==> src/rtl/rbw_pkg.sv <==
package rbw_pkg;
  typedef enum logic {
    SEL_BASE = 1'b0,
    SEL_MASK = 1'b1
  } cfg_sel_e;

  localparam int QW_SHIFT = 4;
endpackage

==> src/rtl/rbw_window.sv <==
module rbw_window #(
  parameter int ADDR_W = 32
) (
  input  logic [ADDR_W-1:0] madr,
  input  logic [ADDR_W-1:0] base,
  input  logic [ADDR_W-1:0] mask,
  output logic              in_ring,
  output logic              bypass
);
  localparam int EXT_W = ADDR_W + 1;

  logic [EXT_W-1:0] limit;

  always_comb begin
    limit   = {1'b0, base} + {1'b0, mask} + EXT_W'(16);
    in_ring = (madr >= base) && ({1'b0, madr} < limit);
    bypass  = in_ring && (mask == '0);
  end
endmodule

==> src/rtl/rbw_clip.sv <==
module rbw_clip #(
  parameter int QWC_W = 16,
  parameter int SP_W  = 14
) (
  input  logic [QWC_W-1:0] qwc,
  input  logic [SP_W-1:0]  sadr,
  input  logic             bypass,
  output logic [QWC_W-1:0] burst,
  output logic [QWC_W-1:0] remain,
  output logic [SP_W-1:0]  next_sadr
);
  localparam int IDX_W  = SP_W - 4;
  localparam int ROOM_W = IDX_W + 1;

  logic [ROOM_W-1:0] room;
  logic [QWC_W-1:0]  room_q;
  logic [QWC_W+3:0]  bytes;

  always_comb begin
    room      = ROOM_W'(1 << IDX_W) - ROOM_W'(sadr[SP_W-1:4]);
    room_q    = QWC_W'(room);
    if (bypass)
      burst = qwc;
    else
      burst = (qwc < room_q) ? qwc : room_q;
    remain    = qwc - burst;
    bytes     = {burst, 4'b0000};
    next_sadr = sadr + bytes[SP_W-1:0];
  end
endmodule

==> src/rtl/rbw_wrap.sv <==
module rbw_wrap #(
  parameter int ADDR_W = 32,
  parameter int QWC_W  = 16
) (
  input  logic [ADDR_W-1:0] madr,
  input  logic [ADDR_W-1:0] base,
  input  logic [ADDR_W-1:0] mask,
  input  logic              in_ring,
  input  logic              bypass,
  input  logic [QWC_W-1:0]  burst,
  output logic [ADDR_W-1:0] next_madr,
  output logic              stray,
  output logic              count_en
);
  logic              ring_mode;
  logic [ADDR_W-1:0] step;
  logic [ADDR_W-1:0] adv;

  always_comb begin
    ring_mode = in_ring && !bypass;
    step      = ADDR_W'({burst, 4'b0000});
    adv       = madr + step;
    next_madr = ring_mode ? (base + (adv & mask)) : adv;
    stray     = ring_mode && ((madr & ~mask) != base);
    count_en  = ring_mode && !stray;
  end
endmodule

==> src/rtl/rbw_tally.sv <==
module rbw_tally #(
  parameter int QWC_W = 16,
  parameter int TOT_W = 32
) (
  input  logic             clk,
  input  logic             rst_n,
  input  logic             fire,
  input  logic             add_en,
  input  logic [QWC_W-1:0] add,
  input  logic             last,
  output logic [TOT_W-1:0] total_q,
  output logic             pulse_q,
  output logic [TOT_W-1:0] pulse_qwc_q
);
  logic [TOT_W-1:0] sum;

  always_comb sum = total_q + (add_en ? TOT_W'(add) : '0);

  always_ff @(posedge clk or negedge rst_n) begin
    if (!rst_n) begin
      total_q     <= '0;
      pulse_q     <= 1'b0;
      pulse_qwc_q <= '0;
    end else begin
      pulse_q <= 1'b0;
      if (fire) begin
        if (last && (sum != '0)) begin
          pulse_q     <= 1'b1;
          pulse_qwc_q <= sum;
          total_q     <= '0;
        end else begin
          total_q <= sum;
        end
      end
    end
  end

  // a resume strobe coincides with an emptied total
  a_r10_clear_on_resume: assert property (@(posedge clk) disable iff (!rst_n)
    pulse_q |-> (total_q == '0));

  // a counted, non-final burst grows the total by exactly its length
  a_r9_total_grows: assert property (@(posedge clk) disable iff (!rst_n)
    (fire && add_en && !last) |=> (total_q == $past(total_q) + TOT_W'($past(add))));
endmodule

==> src/rtl/ring_wrap.sv <==
module ring_wrap
  import rbw_pkg::*;
#(
  parameter int ADDR_W = 32,
  parameter int QWC_W  = 16,
  parameter int SP_W   = 14,
  parameter int TOT_W  = 32
) (
  input  logic              clk,
  input  logic              rst_n,
  input  logic              cfg_we,
  input  logic              cfg_sel,
  input  logic [ADDR_W-1:0] cfg_wdata,
  input  logic              req_valid,
  output logic              req_ready,
  input  logic [ADDR_W-1:0] req_madr,
  input  logic [SP_W-1:0]   req_sadr,
  input  logic [QWC_W-1:0]  req_qwc,
  output logic              out_valid,
  input  logic              out_ready,
  output logic [QWC_W-1:0]  out_burst,
  output logic [QWC_W-1:0]  out_remain,
  output logic [ADDR_W-1:0] out_madr_next,
  output logic [SP_W-1:0]   out_sadr_next,
  output logic              out_in_ring,
  output logic              out_stray,
  output logic [TOT_W-1:0]  ring_total,
  output logic              resume_pulse,
  output logic [TOT_W-1:0]  resume_qwc
);
  localparam logic [ADDR_W-1:0] A_LOW = ADDR_W'((1 << QW_SHIFT) - 1);
  localparam logic [SP_W-1:0]   S_LOW = SP_W'((1 << QW_SHIFT) - 1);
  localparam int                SP_QW = 1 << (SP_W - QW_SHIFT);

  logic [ADDR_W-1:0] base_q, mask_q;
  logic [ADDR_W-1:0] madr_a;
  logic [SP_W-1:0]   sadr_a;
  logic              fire;
  logic              in_ring, bypass, stray, count_en;
  logic [QWC_W-1:0]  burst, remain;
  logic [SP_W-1:0]   next_sadr;
  logic [ADDR_W-1:0] next_madr;
  logic              out_valid_q;

  // configuration registers, quadword aligned
  always_ff @(posedge clk or negedge rst_n) begin
    if (!rst_n) begin
      base_q <= '0;
      mask_q <= '0;
    end else if (cfg_we) begin
      if (cfg_sel_e'(cfg_sel) == SEL_BASE)
        base_q <= cfg_wdata & ~A_LOW;
      else
        mask_q <= cfg_wdata & ~A_LOW;
    end
  end

  always_comb begin
    madr_a    = req_madr & ~A_LOW;
    sadr_a    = req_sadr & ~S_LOW;
    req_ready = !out_valid_q || out_ready;
    fire      = req_valid && req_ready;
  end

  rbw_window #(.ADDR_W(ADDR_W)) u_window (
    .madr    (madr_a),
    .base    (base_q),
    .mask    (mask_q),
    .in_ring (in_ring),
    .bypass  (bypass)
  );

  rbw_clip #(.QWC_W(QWC_W), .SP_W(SP_W)) u_clip (
    .qwc       (req_qwc),
    .sadr      (sadr_a),
    .bypass    (bypass),
    .burst     (burst),
    .remain    (remain),
    .next_sadr (next_sadr)
  );

  rbw_wrap #(.ADDR_W(ADDR_W), .QWC_W(QWC_W)) u_wrap (
    .madr      (madr_a),
    .base      (base_q),
    .mask      (mask_q),
    .in_ring   (in_ring),
    .bypass    (bypass),
    .burst     (burst),
    .next_madr (next_madr),
    .stray     (stray),
    .count_en  (count_en)
  );

  rbw_tally #(.QWC_W(QWC_W), .TOT_W(TOT_W)) u_tally (
    .clk         (clk),
    .rst_n       (rst_n),
    .fire        (fire),
    .add_en      (count_en),
    .add         (burst),
    .last        (remain == '0),
    .total_q     (ring_total),
    .pulse_q     (resume_pulse),
    .pulse_qwc_q (resume_qwc)
  );

  // result slot
  always_ff @(posedge clk or negedge rst_n) begin
    if (!rst_n) begin
      out_valid_q   <= 1'b0;
      out_burst     <= '0;
      out_remain    <= '0;
      out_madr_next <= '0;
      out_sadr_next <= '0;
      out_in_ring   <= 1'b0;
      out_stray     <= 1'b0;
    end else if (fire) begin
      out_valid_q   <= 1'b1;
      out_burst     <= burst;
      out_remain    <= remain;
      out_madr_next <= next_madr;
      out_sadr_next <= next_sadr;
      out_in_ring   <= in_ring;
      out_stray     <= stray;
    end else if (out_ready) begin
      out_valid_q <= 1'b0;
    end
  end

  assign out_valid = out_valid_q;

  // a stalled result is held steady
  a_r11_hold_stalled: assert property (@(posedge clk) disable iff (!rst_n)
    (out_valid && !out_ready) |=> (out_valid && $stable(out_burst) && $stable(out_remain)
      && $stable(out_madr_next) && $stable(out_sadr_next) && $stable(out_stray)));

  // an empty slot always takes a request
  a_r11_empty_ready: assert property (@(posedge clk) disable iff (!rst_n)
    !out_valid |-> req_ready);

  // a clipped burst stays inside the request and the scratchpad
  a_r4_clip_bound: assert property (@(posedge clk) disable iff (!rst_n)
    (fire && !bypass) |-> ((burst <= req_qwc) &&
      ((QWC_W+1)'(sadr_a[SP_W-1:QW_SHIFT]) + (QWC_W+1)'(burst) <= (QWC_W+1)'(SP_QW))));

  // bypass moves the whole count and counts nothing
  a_r7_bypass_full: assert property (@(posedge clk) disable iff (!rst_n)
    (fire && bypass) |-> ((burst == req_qwc) && !count_en));

  // a stray ring write is never counted
  a_r6_stray_uncounted: assert property (@(posedge clk) disable iff (!rst_n)
    (fire && stray) |-> (in_ring && !count_en));
endmodule

==> config.mk <==
export PLATFORM = sky130hd
export DESIGN_NAME = ring_wrap
export DESIGN_NICKNAME = d
export VERILOG_FILES = /design/src/rtl/rbw_pkg.sv /design/src/rtl/rbw_window.sv /design/src/rtl/rbw_clip.sv /design/src/rtl/rbw_wrap.sv /design/src/rtl/rbw_tally.sv /design/src/rtl/ring_wrap.sv
export SDC_FILE = /design/constraint.sdc
export NUM_CORES = 1
export LEC_CHECK = 0
export ABC_AREA = 0
export ABC_CLOCK_PERIOD_IN_PS = 12240
export BUFFER_PORTS_ARGS = -buffer_cell sky130_fd_sc_hd__buf_4
export CAP_MARGIN = 20
export CORE_MARGIN = 5
export CORE_UTILIZATION = 60
export DETAILED_ROUTE_END_ITERATION = 8
export GPL_TIMING_DRIVEN = 0
export PLACE_DENSITY = 0.82
export SYNTH_ARGS = -nofsm -noshare
export SYNTH_HDL_FRONTEND = slang
export SYNTH_HIERARCHICAL = 1
export SYNTH_SLANG_ARGS = --single-unit
export TNS_END_PERCENT = 20
==> constraint.sdc <==
create_clock -name clk -period 12.24 [get_ports clk]
set_clock_uncertainty 0.05 [all_clocks]
set_input_delay 0.612 -clock clk [delete_from_list [all_inputs] [get_ports clk]]
set_output_delay 0.612 -clock clk [all_outputs]
set_load 0.1 [all_outputs]
==> impl_metrics.csv, run 1 <==
group,metric,value,unit
detailed_routing,vias,16700,
clocking,clk_latency,520,ps
timing,tns,0,ps
clocking,cts_sinks,202,
final_layout,nets,2664,
setup_path,required,12600,ps
timing,hold_viol_final,0,
die,die_width,187,um
job,maxCapViolCount,0,
yosys,yosysUniqueCellTypes,96,
timing,setup_slack,797,ps
detailed_routing,vias_per_cell,6.06,
die,dieArea,0.0349,mm^2
timing,finalCriticalPeriod,11440,ps
setup_path,worstPathMaxFanout,10,
yosys,synth.avg_cell_area,9.28,um^2
min_path,hold_class,"in -> async",
yosys,seq_area_frac_synth,0.270,
yosys,yosys.area_share.simple,0.157,
global_routing,grt_usage,0.303,
setup_path,crit_top_cell,"ha_1",
detailed_routing,post-route-drc-count,0,
clocking,ctsRootBufferMaster,"clkbuf_16",
clocking,htreeDepth,1,
final_layout,finalInstanceArea,0.0221,mm^2
setup_path,worst_r2r_path_depth,41,
detailed_routing,ant_nets,0,
place,place_congestion,0.932,
die,die_h,187,um
yosys,ys.flop_type,"dfrtp_1",
detailed_routing,first_pass_iters,5,
global_routing,grt_start_max_net_pins,108,
place,post-place-ws,1040,ps
setup_path,critPathKind,"reg -> reg",
pwr,p_per_area,177,mW/mm^2
clocking,clockBufferDepth,3,
setup_path,rr_startpoint,"base_q[10]",
global_routing,grt_pass1_wl,87.5,mm
clocking,cts-buffers-inserted,24,
pwr,power_leakage,10.7,nW
clocking,clk_pin_slew,60,ps
global_routing,grt_overflow,0,
final_layout,final_common_cell,"buf_4",
timing,grt_setup_unrepaired,"false",
setup_path,cp_slowest_cell,"buf_1",
timing,relSlewSlack,0.149,
final_layout,multiInputGateArea,0.0130,mm^2
place,dp.cells,2708,
timing,fin_crit_sh,0.935,
timing,worst_slew_pin_slew,1260,ps
final_layout,n_fill_cell,2337,
clocking,cts_tree,"yes",
setup_path,start_kind,"flop",
yosys,yosysWarnings,6,
die,start_util,0.610,
final_layout,syn_to_final_growth,18.0,%
detailed_routing,wl,55.0,mm
place,place_area,0.0213,mm^2
yosys,synth-seq-cells,202,
clocking,post_cts_buffers,0,
status,status,"complete, no violations",
timing,max_freq,87.4,MHz
final_layout,stdcell_count,2754,
global_routing,grt_pass1_vias,16400,
die,top_level_ports,247,
detailed_routing,post_drt_wl_per_cell,20.0,um
final_layout,area.sequential,0.00505,mm^2
setup_path,worst_path_largest_cell_delay,560,ps
yosys,synth_edf_count,0,
yosys,synth_top_family_by_area,"compound AO/OA/AOI/OAI gates",
die,core.rowCount,64,
setup_path,r2r-end,"u_tally/pulse_qwc_q[12]",
setup_path,r2r_setup_slack,800,ps
timing,slew_violations,0,
yosys,synth_compound_area_frac,0.176,
yosys,syn_inst,2021,
setup_path,arrival,11800,ps
timing,setup_viol,0,
timing,holdWs,51.6,ps
pwr,ir_worst_vdd,148,uV
yosys,synthAdderAreaFrac,0.154,
yosys,syn_area,0.0188,mm^2
yosys,synthXorXnorAreaFrac,0.0773,
final_layout,layout_common_cells,"buf_4 (237), ha_1 (220), dfrtp_1 (202), a21oi_1 (137), nand2_1 (132)",
yosys,synthMuxAreaShare,0.117,
global_routing,antenna_found_initial,0,
yosys,async_reset_ff_frac,1.00,
place,portBuffers,232,
clocking,ctsHoldBuffers,0,
final_layout,drive_gt1_frac,0.220,
detailed_routing,first_iter_violations,1211,
die,core,0.0307,mm^2
setup_path,critPathCaptureType,"flop",
clocking,ctsResizeCount,0,
place,hpwl,44.0,mm
worst max path at each step:
stage / startpoint / endpoint / slack (ps) / cells after the start
after floorplan: base_q[11] / u_tally/pulse_qwc_q[10] / 3420 / 40
after global placement: base_q[10] / u_tally/pulse_qwc_q[14] / 910 / 40
after detailed placement: base_q[10] / u_tally/pulse_qwc_q[8] / 1040 / 41
after CTS: base_q[9] / u_tally/pulse_qwc_q[12] / 960 / 41
after global routing: base_q[9] / u_tally/total_q[7] / 250 / 41
final: base_q[10] / u_tally/pulse_qwc_q[12] / 800 / 41
synth_stat cells (6+ instances only):
library cell | instances | area share
nor4_1 | 18 | 0.0060
o31ai_1 | 22 | 0.0088
o21bai_1 | 17 | 0.0068
o21ai_1 | 11 | 0.0029
a21oi_1 | 137 | 0.037
a31oi_1 | 6 | 0.0020
o31a_1 | 6 | 0.0028
nand2_1 | 132 | 0.026
a211oi_2 | 6 | 0.0040
nor3_1 | 27 | 0.0072
o22ai_1 | 7 | 0.0023
mux2i_1 | 22 | 0.012
nand4_1 | 38 | 0.013
xor2_1 | 59 | 0.028
and2_1 | 45 | 0.015
or3_1 | 10 | 0.0033
and3_1 | 19 | 0.0063
nor2b_1 | 48 | 0.016
o2111ai_1 | 6 | 0.0028
fa_1 | 6 | 0.0064
inv_1 | 128 | 0.026
o21ai_0 | 90 | 0.024
mux2_4 | 42 | 0.034
mux2_2 | 120 | 0.072
a211oi_1 | 22 | 0.0088
nand3_1 | 33 | 0.0088
nand2b_1 | 15 | 0.0050
o211ai_1 | 13 | 0.0052
a21boi_0 | 6 | 0.0024
ha_1 | 220 | 0.15
a21o_1 | 60 | 0.024
xnor2_1 | 104 | 0.049
o21a_1 | 17 | 0.0068
dfrtp_1 | 202 | 0.27
buf_6 | 18 | 0.011
nor2_1 | 122 | 0.024
clkbuf_1 | 32 | 0.0064
or2_2 | 8 | 0.0027
state kept, by name (all words and copies together), names as in the netlist:
name / cells
u_tally/total_q: 32
out_remain: 16
out_in_ring: 1
out_stray: 1
out_burst: 16
base_q: 28
out_sadr_next: 14
u_tally/pulse_q: 1
out_valid: 1
u_tally/pulse_qwc_q: 32
out_madr_next: 32
mask_q: 28
per-stage QoR:
stage | util | power (mW)
6_report | 0.719 | 3.92
5_1_grt | 0.719 | 4.13
4_1_cts | 0.719 | 3.91
3_5_place_dp | 0.691 | 3.12
3_3_place_gp | 0.689 | 3.07
2_1_floorplan | - | 2.58
report_power, final:
group          leakage (nW)  switching, mW  total, mW  internal, mW
clock                 0.411          0.297      0.781         0.483
combinational          7.85           1.52       2.24         0.716
sequential             2.47          0.113      0.904         0.791
cell families after synthesis:
logic type,after synthesis
xor+xnor,164
other cells,1
flops,202
fa+ha+maj,227
mux,184
compound gates,489
buf+inv,193
simple gates,561
layer usage:
metal | global-route usage | share of wire | up-vias
met5 | 0 | 0 | -
met2 | 0.520 | 0.48 | 624
met4 | 0.104 | 0.033 | 0
met1 | 0.396 | 0.42 | 8052
li1 | - | - | 7902
met3 | 0.0405 | 0.061 | 106
cell type report:
type,instances,share of cell area
multi-input combinational,1682,0.587
sequential,202,0.228
timing repair buffer,235,0.0810
clock buffer,27,0.0291
tap,396,0.0224
inverter,128,0.0217
buffer,65,0.0195
clock inverter,17,0.0102
antenna,2,0.000226
critical path, delay by kind of cell, from the launching register on:
| family | cells | cell delay (ps) |
|---|---|---|
| XOR/XNOR | 1 | 140 |
| AND/OR/NAND/NOR | 6 | 1410 |
| multiplexers | 1 | 310 |
| AO/OA/AOI/OAI | 22 | 5310 |
| flip-flops | 1 | 460 |
| buffers and inverters | 6 | 2070 |
| adder cells (fa/ha/maj) | 5 | 1550 |
No activity file was read; power rests on OpenSTA's default activity.
==> inputs of run 2 (changes only) <==
--- a/config.mk
+++ b/config.mk
@@ -9,6 +9,7 @@
 export ABC_CLOCK_PERIOD_IN_PS = 12240
 export BUFFER_PORTS_ARGS = -buffer_cell sky130_fd_sc_hd__buf_4
 export CAP_MARGIN = 20
+export CORE_ASPECT_RATIO = 0.5
 export CORE_MARGIN = 5
 export CORE_UTILIZATION = 60
 export DETAILED_ROUTE_END_ITERATION = 8
==> run 2 against run 1 <==
Die area grew 0.62%. Sequential share of layout area grew 0.20 points. Power shrank 4.4%. Combinational power is essentially flat. Maximum frequency shrank 0.35%. Sequential power grew 1%. Routed wire length shrank 1.0%. Core utilization shrank 0.20 points. Non-clock buffer count shrank 1. Critical path type unchanged. Largest cell class unchanged. Highest routed layer unchanged.
==> impl_metrics.csv, run 2 (synthesis results as in run 1) <==
group,metric,value,unit
timing,hold_viol_final,0,
die,core.rowCount,45,
setup_path,critPathCaptureType,"flop",
setup_path,worst_path_largest_cell_delay,710,ps
global_routing,grt_start_max_net_pins,112,
setup_path,path_depth,41,
place,portBuffers,232,
final_layout,layout_common_cells,"buf_4 (235), ha_1 (220), dfrtp_1 (202), a21oi_1 (137), nand2_1 (132)",
setup_path,crit_buf_inv,6,
timing,setup_slack,757,ps
setup_path,r2r_setup_slack,760,ps
timing,relSlewSlack,0.281,
detailed_routing,ant_nets,0,
timing,tns,0,ps
clocking,cts-buffers-inserted,21,
timing,grt_setup_unrepaired,"false",
detailed_routing,vias,16600,
clocking,clockBufferDepth,3,
die,die_h,135,um
die,die_width,260,um
pwr,p_per_area,171,mW/mm^2
job,maxCapViolCount,0,
detailed_routing,vias_per_cell,6.00,
pwr,power_leakage,10.6,nW
setup_path,rr_startpoint,"base_q[10]",
global_routing,grt_usage,0.298,
timing,setup_viol,0,
die,top_level_ports,247,
place,place_area,0.0213,mm^2
clocking,htreeDepth,1,
pwr,total_power,3.75,mW
clocking,post_cts_buffers,0,
setup_path,arrival,11880,ps
setup_path,worstPathMaxFanout,10,
clocking,clk_latency,530,ps
die,dieArea,0.0351,mm^2
pwr,ir_worst_vdd,161,uV
global_routing,grt_pass1_wl,84.4,mm
global_routing,grt_pass1_vias,15900,
final_layout,nets,2660,
detailed_routing,post_drt_wl_per_cell,19.6,um
die,start_util,0.613,
place,hpwl,43.6,mm
timing,max_freq,87.1,MHz
timing,worst_slew_pin_slew,1070,ps
setup_path,cp_slowest_cell,"a2111oi_0",
final_layout,syn_to_final_growth,17.0,%
min_path,hold_class,"in -> async",
detailed_routing,first_iter_violations,1462,
place,post-place-ws,981,ps
setup_path,crit_top_cell,"ha_1",
final_layout,finalInstanceArea,0.0219,mm^2
clocking,cts_sinks,202,
timing,finalCriticalPeriod,11480,ps
clocking,ctsRootBufferMaster,"clkbuf_16",
place,place_congestion,0.954,
setup_path,required,12640,ps
timing,fin_crit_sh,0.938,
die,core,0.0306,mm^2
setup_path,r2r-end,"u_tally/total_q[30]",
setup_path,start_kind,"flop",
final_layout,drive_gt1_frac,0.218,
detailed_routing,wl,54.4,mm
setup_path,crit_family,"compound AO/OA/AOI/OAI gates",
status,status,"complete, no violations",
detailed_routing,first_pass_iters,6,
clocking,ctsResizeCount,0,
clocking,clk_pin_slew,70,ps
final_layout,final_common_cell,"buf_4",
timing,slew_violations,0,
final_layout,reg_top3,"out_madr_next (32), u_tally/pulse_qwc_q (32), u_tally/total_q (32)",
global_routing,antenna_found_initial,2,
global_routing,grt_overflow,0,
clocking,ctsHoldBuffers,0,
clocking,cts_tree,"yes",
setup_path,critPathKind,"reg -> reg",
setup_path,worst_r2r_path_depth,41,
detailed_routing,post-route-drc-count,0,
==> run 2: cell count changes in the layout (fill, tap and decap cells not counted) <==
cell,previous run,this run
bufinv_16,5,0
clkbuf_8,1,4
clkinvlp_4,6,1
clkinv_4,0,3
inv_6,0,1
clkbuf_2,0,1
buf_4,237,235
clkbuf_16,25,21
==> run 2: how the worst max path moves through the flow <==
stage / start / end / slack, ps
4_1_cts: base_q[10] / u_tally/total_q[30] / 900
3_3_place_gp: base_q[10] / u_tally/total_q[5] / 1100
6_report: base_q[10] / u_tally/total_q[30] / 760
5_1_grt: base_q[10] / u_tally/total_q[5] / 330
2_1_floorplan: base_q[11] / u_tally/pulse_qwc_q[10] / 3420
3_5_place_dp: base_q[10] / u_tally/total_q[30] / 980
==> run 2: final cells by class <==
type	instances	area [um^2]
antenna	2	5.00
clock inverter	11	72.6
timing repair buffer	234	1780
clock buffer	26	584
fill	2393	8640
inverter	128	480
sequential	202	5050
tap	423	529
multi-input combinational	1682	13000
buffer	65	432
==> run 2: metal layers <==
layer	vias up	wire, um	GRT usage
li1	7893	-	-
met5	-	0	0
met4	0	1830	0.0962
met3	121	4010	0.0435
met2	682	25800	0.511
met1	7936	22800	0.393
==> run 2: report_power, final <==
| part | total [mW] | switching, mW | internal, mW |
|---|---|---|---|
| registers | 0.915 | 0.125 | 0.790 |
| logic | 2.21 | 1.49 | 0.714 |
| clock network | 0.629 | 0.288 | 0.341 |
==> run 2: per-stage QoR <==
stage / instances / hold WS, ps / utilization
floorplan: 2077 / 266 / -
global placement: 2732 / 439 / 0.695
detailed placement: 2733 / 445 / 0.696
CTS: 2770 / 68.8 / 0.717
global route: 2773 / 110 / 0.717
finish: 2773 / 50.7 / 0.717
